**src/rtl/dseq_pkg.sv**
```systemverilog
package dseq_pkg;

   typedef enum logic [1:0] {
      ST_IDLE  = 2'd0,
      ST_SETUP = 2'd1,
      ST_ACT   = 2'd2,
      ST_PRE   = 2'd3
   } dseq_state_e;

   function automatic int imax(input int a, input int b);
      return (a > b) ? a : b;
   endfunction

endpackage

```
**src/rtl/dseq_tick_counter.sv**
```systemverilog
module dseq_tick_counter #(
   parameter int CW = 4
) (
   input  logic          clk,
   input  logic          rst_n,
   input  logic          load,
   input  logic          run,
   output logic [CW-1:0] cnt
);

   localparam logic [CW-1:0] ONE = CW'(1);

   always_ff @(posedge clk or negedge rst_n) begin
      if (!rst_n)
         cnt <= '0;
      else if (load)
         cnt <= ONE;
      else if (run && (cnt != '1))
         cnt <= cnt + ONE;
   end

endmodule

```
**src/rtl/dseq_strobe_fsm.sv**
```systemverilog
module dseq_strobe_fsm
   import dseq_pkg::*;
#(
   parameter int CW       = 4,
   parameter int RCD_EFF  = 2,
   parameter int CAS_HOLD = 2,
   parameter int RAS_END  = 5,
   parameter int T_RP     = 3
) (
   input  logic          clk,
   input  logic          rst_n,
   input  logic          req_valid,
   input  logic          req_write,
   input  logic [CW-1:0] cnt,
   output logic          req_ready,
   output logic          cnt_load,
   output logic          cnt_run,
   output logic          load,
   output logic          sel_col,
   output logic          capture,
   output logic          ras_n,
   output logic          cas_n,
   output logic          we_n,
   output logic          oe_n,
   output logic          dq_oe
);

   localparam logic [CW-1:0] K_COL     = CW'(1);
   localparam logic [CW-1:0] K_CASFALL = CW'(RCD_EFF);
   localparam logic [CW-1:0] K_CASRISE = CW'(RCD_EFF + CAS_HOLD);
   localparam logic [CW-1:0] K_RASRISE = CW'(RAS_END);
   localparam logic [CW-1:0] K_PREDONE = CW'(T_RP);

   dseq_state_e state;
   logic        wr_q;
   logic        cas_fall, cas_rise, ras_rise, pre_done;

   always_comb begin
      sel_col  = (state == ST_ACT) && (cnt == K_COL);
      cas_fall = (state == ST_ACT) && (cnt == K_CASFALL);
      cas_rise = (state == ST_ACT) && (cnt == K_CASRISE);
      ras_rise = (state == ST_ACT) && (cnt == K_RASRISE);
      pre_done = (state == ST_PRE) && (cnt == K_PREDONE);
      req_ready = (state == ST_IDLE);
      load     = (state == ST_IDLE) && req_valid;
      capture  = cas_rise && !wr_q;
      cnt_load = (state == ST_SETUP) || ras_rise;
      cnt_run  = (state == ST_ACT) || (state == ST_PRE);
   end

   always_ff @(posedge clk or negedge rst_n) begin
      if (!rst_n) begin
         state <= ST_IDLE;
         wr_q  <= 1'b0;
         ras_n <= 1'b1;
         cas_n <= 1'b1;
         we_n  <= 1'b1;
         oe_n  <= 1'b1;
         dq_oe <= 1'b0;
      end else begin
         unique case (state)
            ST_IDLE: begin
               if (req_valid) begin
                  wr_q  <= req_write;
                  state <= ST_SETUP;
               end
            end
            ST_SETUP: begin
               ras_n <= 1'b0;
               state <= ST_ACT;
            end
            ST_ACT: begin
               if (sel_col && wr_q) begin
                  we_n  <= 1'b0;
                  dq_oe <= 1'b1;
               end
               if (cas_fall) begin
                  cas_n <= 1'b0;
                  oe_n  <= wr_q;
               end
               if (cas_rise) begin
                  cas_n <= 1'b1;
                  we_n  <= 1'b1;
                  oe_n  <= 1'b1;
                  dq_oe <= 1'b0;
               end
               if (ras_rise) begin
                  ras_n <= 1'b1;
                  state <= ST_PRE;
               end
            end
            ST_PRE: begin
               if (pre_done)
                  state <= ST_IDLE;
            end
            default: state <= ST_IDLE;
         endcase
      end
   end

endmodule

```
**src/rtl/dseq_addr_data.sv**
```systemverilog
module dseq_addr_data #(
   parameter int AW = 12,
   parameter int DW = 4
) (
   input  logic          clk,
   input  logic          rst_n,
   input  logic          load,
   input  logic          sel_col,
   input  logic          capture,
   input  logic [AW-1:0] req_row,
   input  logic [AW-1:0] req_col,
   input  logic [DW-1:0] req_wdata,
   input  logic [DW-1:0] dq_in,
   output logic [AW-1:0] addr,
   output logic [DW-1:0] dq_out,
   output logic [DW-1:0] rd_data,
   output logic          rd_valid
);

   logic [AW-1:0] col_q;

   always_ff @(posedge clk or negedge rst_n) begin
      if (!rst_n) begin
         addr     <= '0;
         col_q    <= '0;
         dq_out   <= '0;
         rd_data  <= '0;
         rd_valid <= 1'b0;
      end else begin
         if (load) begin
            addr   <= req_row;
            col_q  <= req_col;
            dq_out <= req_wdata;
         end else if (sel_col) begin
            addr <= col_q;
         end
         if (capture)
            rd_data <= dq_in;
         rd_valid <= capture;
      end
   end

endmodule

```
**src/rtl/dram_seq_ctrl.sv**
```systemverilog
module dram_seq_ctrl
   import dseq_pkg::*;
#(
   parameter int AW    = 12,
   parameter int DW    = 4,
   parameter int T_RCD = 2,
   parameter int T_RAS = 5,
   parameter int T_RP  = 3,
   parameter int T_CAC = 2
) (
   input  logic          clk,
   input  logic          rst_n,
   input  logic          req_valid,
   output logic          req_ready,
   input  logic          req_write,
   input  logic [AW-1:0] req_row,
   input  logic [AW-1:0] req_col,
   input  logic [DW-1:0] req_wdata,
   output logic [DW-1:0] rd_data,
   output logic          rd_valid,
   output logic          dram_ras_n,
   output logic          dram_cas_n,
   output logic          dram_we_n,
   output logic          dram_oe_n,
   output logic [AW-1:0] dram_addr,
   output logic [DW-1:0] dram_dq_out,
   output logic          dram_dq_oe,
   input  logic [DW-1:0] dram_dq_in
);

   // The column address needs one cycle on the bus after the row hold
   localparam int RCD_EFF = imax(T_RCD, 2);
   localparam int RAS_END = imax(RCD_EFF + T_CAC, T_RAS);
   localparam int CW      = $clog2(imax(RAS_END, T_RP) + 2);

   if (AW < 1) begin : g_bad_aw
      $error("dram_seq_ctrl: AW must be at least 1");
   end
   if (DW < 1) begin : g_bad_dw
      $error("dram_seq_ctrl: DW must be at least 1");
   end
   if (T_RCD < 1 || T_RAS < 1 || T_RP < 1 || T_CAC < 1) begin : g_bad_timing
      $error("dram_seq_ctrl: every timing parameter must be at least 1");
   end

   logic [CW-1:0] cnt;
   logic          cnt_load, cnt_run, load, sel_col, capture;

   dseq_tick_counter #(.CW(CW)) u_cnt (
      .clk   (clk),
      .rst_n (rst_n),
      .load  (cnt_load),
      .run   (cnt_run),
      .cnt   (cnt)
   );

   dseq_strobe_fsm #(
      .CW       (CW),
      .RCD_EFF  (RCD_EFF),
      .CAS_HOLD (T_CAC),
      .RAS_END  (RAS_END),
      .T_RP     (T_RP)
   ) u_fsm (
      .clk       (clk),
      .rst_n     (rst_n),
      .req_valid (req_valid),
      .req_write (req_write),
      .cnt       (cnt),
      .req_ready (req_ready),
      .cnt_load  (cnt_load),
      .cnt_run   (cnt_run),
      .load      (load),
      .sel_col   (sel_col),
      .capture   (capture),
      .ras_n     (dram_ras_n),
      .cas_n     (dram_cas_n),
      .we_n      (dram_we_n),
      .oe_n      (dram_oe_n),
      .dq_oe     (dram_dq_oe)
   );

   dseq_addr_data #(.AW(AW), .DW(DW)) u_dp (
      .clk       (clk),
      .rst_n     (rst_n),
      .load      (load),
      .sel_col   (sel_col),
      .capture   (capture),
      .req_row   (req_row),
      .req_col   (req_col),
      .req_wdata (req_wdata),
      .dq_in     (dram_dq_in),
      .addr      (dram_addr),
      .dq_out    (dram_dq_out),
      .rd_data   (rd_data),
      .rd_valid  (rd_valid)
   );

endmodule

```
**config.mk**
```make
export PLATFORM = sky130hd
export DESIGN_NAME = dram_seq_ctrl
export DESIGN_NICKNAME = d
export VERILOG_FILES = /design/src/rtl/dseq_pkg.sv /design/src/rtl/dseq_tick_counter.sv /design/src/rtl/dseq_strobe_fsm.sv /design/src/rtl/dseq_addr_data.sv /design/src/rtl/dram_seq_ctrl.sv
export SDC_FILE = /design/constraint.sdc
export NUM_CORES = 1
export LEC_CHECK = 0
export ABC_CLOCK_PERIOD_IN_PS = 4050
export BUFFER_PORTS_ARGS = -buffer_cell sky130_fd_sc_hd__buf_2
export CAP_MARGIN = 20
export CELL_PAD_IN_SITES_DETAIL_PLACEMENT = 0
export CELL_PAD_IN_SITES_GLOBAL_PLACEMENT = 1
export CORE_ASPECT_RATIO = 1.25
export CORE_MARGIN = 2
export CORE_UTILIZATION = 42
export CTS_CLUSTER_DIAMETER = 80
export DETAILED_ROUTE_END_ITERATION = 16
export GPL_ROUTABILITY_DRIVEN = 0
export GPL_TIMING_DRIVEN = 1
export PLACE_DENSITY = 0.83
export SYNTH_ARGS = -nofsm -noshare
export SYNTH_HDL_FRONTEND = slang
export SYNTH_HIERARCHICAL = 1
export SYNTH_SLANG_ARGS = --single-unit
```
**constraint.sdc**
```tcl
create_clock -name clk -period 4.05 [get_ports clk]
set_clock_uncertainty 0.2 [all_clocks]
set_input_delay 0.405 -clock clk [delete_from_list [all_inputs] [get_ports clk]]
set_output_delay 0.405 -clock clk [all_outputs]
set_load 0.01 [all_outputs]
```
# After elaboration in Yosys (flattened, before gate mapping)
# Index checks and enable logic that the tools add are counted.
[classes] n_addsub=1 eq_ne=12 reduce_logical=23 mux=18
[ops] cell="$mux W12" count=2
[ops] cell="$reduce_bool A2 Y1" count=5
[ops] cell="$logic_and A1 B1 Y1" count=9
[ops] cell="$mux W1" count=9
[ops] cell="$pmux W2 S4" count=1
[ops] cell="$reduce_and A2 Y1" count=4
[ops] cell="$eq A3 B2 Y1 const B" count=2
[ops] cell="$eq A3 B3 Y1 const B" count=2
[ops] cell="$mux W2" count=3
[ops] cell="$mux W3" count=2
[ops] cell="$eq A2 B2 Y1 const B" count=2
[ops] cell="$ne A2 B1 Y1 const B" count=2
[ops] cell="$add A3 B1 Y3 const B" count=1
[ops] cell="$eq A3 B1 Y1 const B" count=1
[ops] cell="$ne A3 B3 Y1 const B" count=1
[ops] cell="$reduce_and A3 Y1" count=1
[ops] cell="$eq A2 B1 Y1 const B" count=1
[ops] cell="$logic_not A2 Y1" count=1
[ops] cell="$logic_or A1 B1 Y1" count=2
[ops] cell="$ne A2 B2 Y1 const B" count=1
[ops] cell="$pmux W1 S2" count=1
[ops] cell="$logic_not A1 Y1" count=1
[word_totals] regBits=44 elab_cells=67 input_bits=36

# Logic depth before layout (Yosys ltp)
[logic_depth] depth_word=5 depth_mapped=6 ltp_nobuf=6

# Modules after synthesis
# The synthesis kept the hierarchy.
[modules_own_cells] module="dseq_addr_data" instances=1 cells_each=94 seq_area_each_um2=825.8 area_each_um2=1316.3
[modules_own_cells] module="dseq_strobe_fsm" instances=1 cells_each=51 seq_area_each_um2=205.2 area_each_um2=530.5
[modules_own_cells] module="dseq_tick_counter" instances=1 cells_each=15 seq_area_each_um2=75.1 area_each_um2=178.9

# Worst setup path after synthesis
# OpenSTA, ideal clock, no wires.
[synth_path] path_type="register to register" start="reg u_fsm.state[0]" end="reg u_dp.addr[1]" t_required_ns=3.730 arrival_time_ns=1.882 synth_period_minus_slack_ns=2.203 stages_incl_launch_ff=7 path_slack_ns=1.847 setup_time_ns=0.120 cell_sequence="dfrtp_1 -> inv_1 -> ha_1 -> nor4b_1 -> buf_6 -> mux2i_1 -> o21ai_2"
[synth_via] elab_chain_len=3 elab_cells_between_ends=6 classes_between="1 x eq/ne; 1 x mux; 4 x reduce/logical"
[synth_rtl] item="from (decl)" line_no="dseq_strobe_fsm.sv:34" text="dseq_state_e state;"
[synth_rtl] item="from (signal assigned)" line_no="dseq_strobe_fsm.sv:53" text="state <= ST_IDLE;"
[synth_rtl] item="from (signal assigned)" line_no="dseq_strobe_fsm.sv:65" text="state <= ST_SETUP;"
[synth_rtl] item="from (signal assigned)" line_no="dseq_strobe_fsm.sv:70" text="state <= ST_ACT;"
[synth_rtl] item="$eq A2 B2 Y1" line_no="dseq_strobe_fsm.sv:39" text="sel_col = (state == ST_ACT) && (cnt == K_COL);"
[synth_rtl] item="$logic_and A1 B1 Y1" line_no="dseq_strobe_fsm.sv:39"
[synth_rtl] item="via sel_col" line_no="dram_seq_ctrl.sv:47" text="logic cnt_load, cnt_run, load, sel_col, capture;"
[synth_rtl] item="$reduce_bool A2 Y1 (no source line)"
[synth_rtl] item="to (signal assigned)" line_no="dseq_addr_data.sv:31" text="addr <= req_row;"
[synth_rtl] item="to (signal assigned)" line_no="dseq_addr_data.sv:35" text="addr <= col_q;"
[synth_rtl] item="to (decl)" line_no="dseq_addr_data.sv:14" text="output logic [AW-1:0] addr,"
# The timed path passes the listed nets, and every way through them passes these cells.
# A chain may end at the register's enable or synchronous reset.

# Final worst setup path
[layout_path] start="reg u_fsm.state[0]" end="reg u_dp.rd_data[2]"
[layout_via] elab_chain_len=3
[layout_rtl] item="$eq A2 B2 Y1" line_no="dseq_strobe_fsm.sv:41" text="cas_rise = (state == ST_ACT) && (cnt == K_CASRISE);"
[layout_rtl] item="$logic_and A1 B1 Y1" line_no="dseq_strobe_fsm.sv:41"
[layout_rtl] item="$logic_and A1 B1 Y1" line_no="dseq_strobe_fsm.sv:46" text="capture = cas_rise && !wr_q;"
[layout_rtl] item="via capture" line_no="dram_seq_ctrl.sv:47"
[layout_rtl] item="to (signal assigned)" line_no="dseq_addr_data.sv:38" text="rd_data <= dq_in;"
[layout_rtl] item="to (decl)" line_no="dseq_addr_data.sv:16" text="output logic [DW-1:0] rd_data,"
# The timed path passes the listed nets, and every way through them passes these cells.

==> metrics.yaml <==
status: "complete, no violations"
cts_buffers: 5
routed_wl_um: 3710
synth.area.top_cells: "dfrtp_1 49%, mux2_2 12%, mux2i_1 6.4%"
start_util_pct: 43.2
dp.cells: 278
final_cell_mix: "62 x buf_2, 40 x dfrtp_1, 21 x mux2_2"
startpoint: "u_fsm/state[0]"
post_cts.repair.setup_buffers: 0
wire_per_inst_um: 13.0
min-delay-path-class: "in2async"
power_frac_clock_pct: 15.3
hold_buffers: 0
ff2ff_path_depth: 5
slew_viol_final: 0
cts_tree: "done"
antenna_left: 0
grt_max_degree: 45
dp.final_hpwl_um: 2650
period_share_pct: 56.2
clk_pin_slew_worst_paths_ns: 0.08
grt_pass1_wl_um: 6330
r2r_start: "u_fsm/state[0]"
muxShareOfSynthArea_pct: 18.7
powerDensity_mw_per_mm2: 744
ys_seq_elements: 44
pwr-share-seq_pct: 42.8
synth_seq_area_share_pct: 54.6
synthToLayoutAreaGrowth_pct: 22.4
p_int_uw: 1200
worst_ep_required_time_ns: 4.03
synth_warnings: 6
synth_top_area_share_pct: 49.4
p_leak_uw: 0.00115
power_frac_comb_pct: 41.9
grt_overflow: 0
vdd_ir_drop_max_mv: 0.349
fp-row-count: 28
h-tree-depth: 2
drc_errors: 0
layout.nets: 268
worstPathCellList: "inv_1, ha_1, nand3b_1, nor3_1, mux2_2"
portBuffers: 62
synth_simple_gate_area_share_pct: 10.8
synth_top_family_by_area: "multiplexers"
path_delay_family: "simple AND/OR/NAND/NOR gates"
critPathKind: "reg2reg"
max-cap-violations: 0
startpoint_type: "register"
synth_xor_area_share_pct: 0
drive_gt1_share_pct: 45.6
die_x_um: 66.1
nFillCells: 448
synth_area_mm2: 0.00203
ios: 63
placed_cell_area_mm2: 0.00238
grt_pass1_vias: 1410
finalSetupViolCount: 0
critical_path_arrival_ns: 2.26
final_common_cell: "buf_2"
total_power_uw: 1840
fin_cells: 286
rsz0062_at_grt: "false"
die_area_mm2: 0.00540
cts_resized: 0
finalWorstPathRequiredPeriod_ns: 2.28
die_h_um: 81.6
worstSetupEndpointType: "register"
slew_headroom_pct: 37.0
yosys.area.top_type: "dfrtp_1"
cts.sinks: 44
max_stage_delay_ns: 0.52
timing.rr.end: "u_dp/rd_data[2]"
synthAdderAreaFrac_pct: 4.32
crit_fanout: 9
synth.distinct_cells: 34
ctsLongestPathBuffers: 2
vias: 1402
antenna_found_initial: 0
tns_ns: 0
drt_pass1_iterations: 4
synth_nets: 203
postSynthCellCount: 160
clockRootBuffer: "clkbuf_8"
antenna_cells: 0
placeableCoreArea_mm2: 0.00469
avgSynthCellArea_um2: 12.7
post_drt_via_cell_ratio: 4.90
tightest_slew_ns: 0.945
crit_buf_inv: 1
switching_power_uw: 646
drtIter0Drc: 38
max_freq_mhz: 439
synth_compound_area_share_pct: 8.34
fin_area_mm2: 0.00248
netSwitchingFraction_pct: 35.0
r2r_setup_slack_ns: 1.77
hold_violations: 0
grt_use_total_pct: 15.2
worst_path_max_delay_cell: "nor3_1"
clock_latency_ns: 0.29
[stage by stage]
step	setup slack, ns	utilization [%]	hold slack, ns
global route	1.59	52.8	0.120
global placement	1.84	50.8	0.286
detailed placement	1.77	50.8	0.289
finish	1.77	52.8	0.0501
floorplan	1.85	-	-0.0906
CTS	1.76	52.8	0.0937
[kinds of logic (layout without fill, tap and decap cells)]
logic type	count (synthesis)	in the layout
fa+ha+maj	7	7
flops	44	44
compound gates	27	27
simple gates	36	36
buf+inv	11	77
mux	35	35
[final cells by class]
type | count | area (µm²) | share of cell area, %
sequential | 44 | 1110 | 44.6
multi-input combinational | 105 | 860 | 34.7
timing repair buffer | 64 | 325 | 13.1
clock buffer | 7 | 86.3 | 3.48
tap | 60 | 75.1 | 3.03
inverter | 5 | 18.8 | 0.757
clock inverter | 1 | 7.51 | 0.303
[registers in the layout, summed over array words and instances (netlist names)]
register,flops
u_fsm/dq_oe,1
u_dp/dq_out,4
u_dp/addr,12
u_dp/col_q,12
u_cnt/cnt,3
u_fsm/cas_n,1
u_fsm/oe_n,1
u_dp/rd_valid,1
u_fsm/wr_q,1
u_fsm/ras_n,1
u_fsm/state,2
u_dp/rd_data,4
u_fsm/we_n,1
[layer usage]
layer / GRT usage [%] / wire length [µm] / vias up / share of wire [%]
met2: 26.0 / 1840 / 40 / 50
met4: 4.69 / 46 / 0 / 1.2
li1: - / - / 690 / -
met5: 0 / 0 / - / 0
met1: 18.4 / 1620 / 667 / 44
met3: 4.52 / 200 / 5 / 5.4
[worst max path at each step]
stage | cells past startpoint | end
CTS | 5 | u_dp/rd_data[2]
global placement | 5 | u_dp/rd_data[2]
floorplan | 6 | u_dp/addr[1]
detailed placement | 5 | u_dp/rd_data[2]
finish | 5 | u_dp/rd_data[2]
global route | 5 | u_dp/rd_data[2]
[worst reg2reg max path, cell delays in order (launching register included)]
cell and delay, ns:
dfrtp_1 0.41, inv_1 0.11, ha_1 0.34, nand3b_1 0.18, nor3_1 0.52, mux2_2 0.41
[power by group through the flow]
| stage | combinational [µW] | clock, µW | sequential [µW] |
|---|---|---|---|
| 3_3_place_gp | 765 | 0 | 795 |
| 3_5_place_dp | 787 | 0 | 800 |
| 5_1_grt | 869 | 307 | 824 |
| 6_report | 772 | 282 | 790 |
| 4_1_cts | 786 | 297 | 794 |
| 2_1_floorplan | 522 | 0 | 825 |
[cells in the mapped netlist, drive strengths merged]
cell     instances
nor2b            3
nand2           15
dfstp            4
nand3b           3
nor4b            1
mux2            22
nand4bb          2
a221oi           1
nand2b           4
or2              1
o21ai           18
o31ai            1
a31oi            1
o2bb2ai          1
dfrtp           40
a21oi            1
o21bai           1
buf              6
inv              5
mux2i           13
and2             1
nor2             4
ha               7
a21boi           1
and4bb           1
nor3             1
a2bb2oi          2
(Power assumes the default switching activity.)
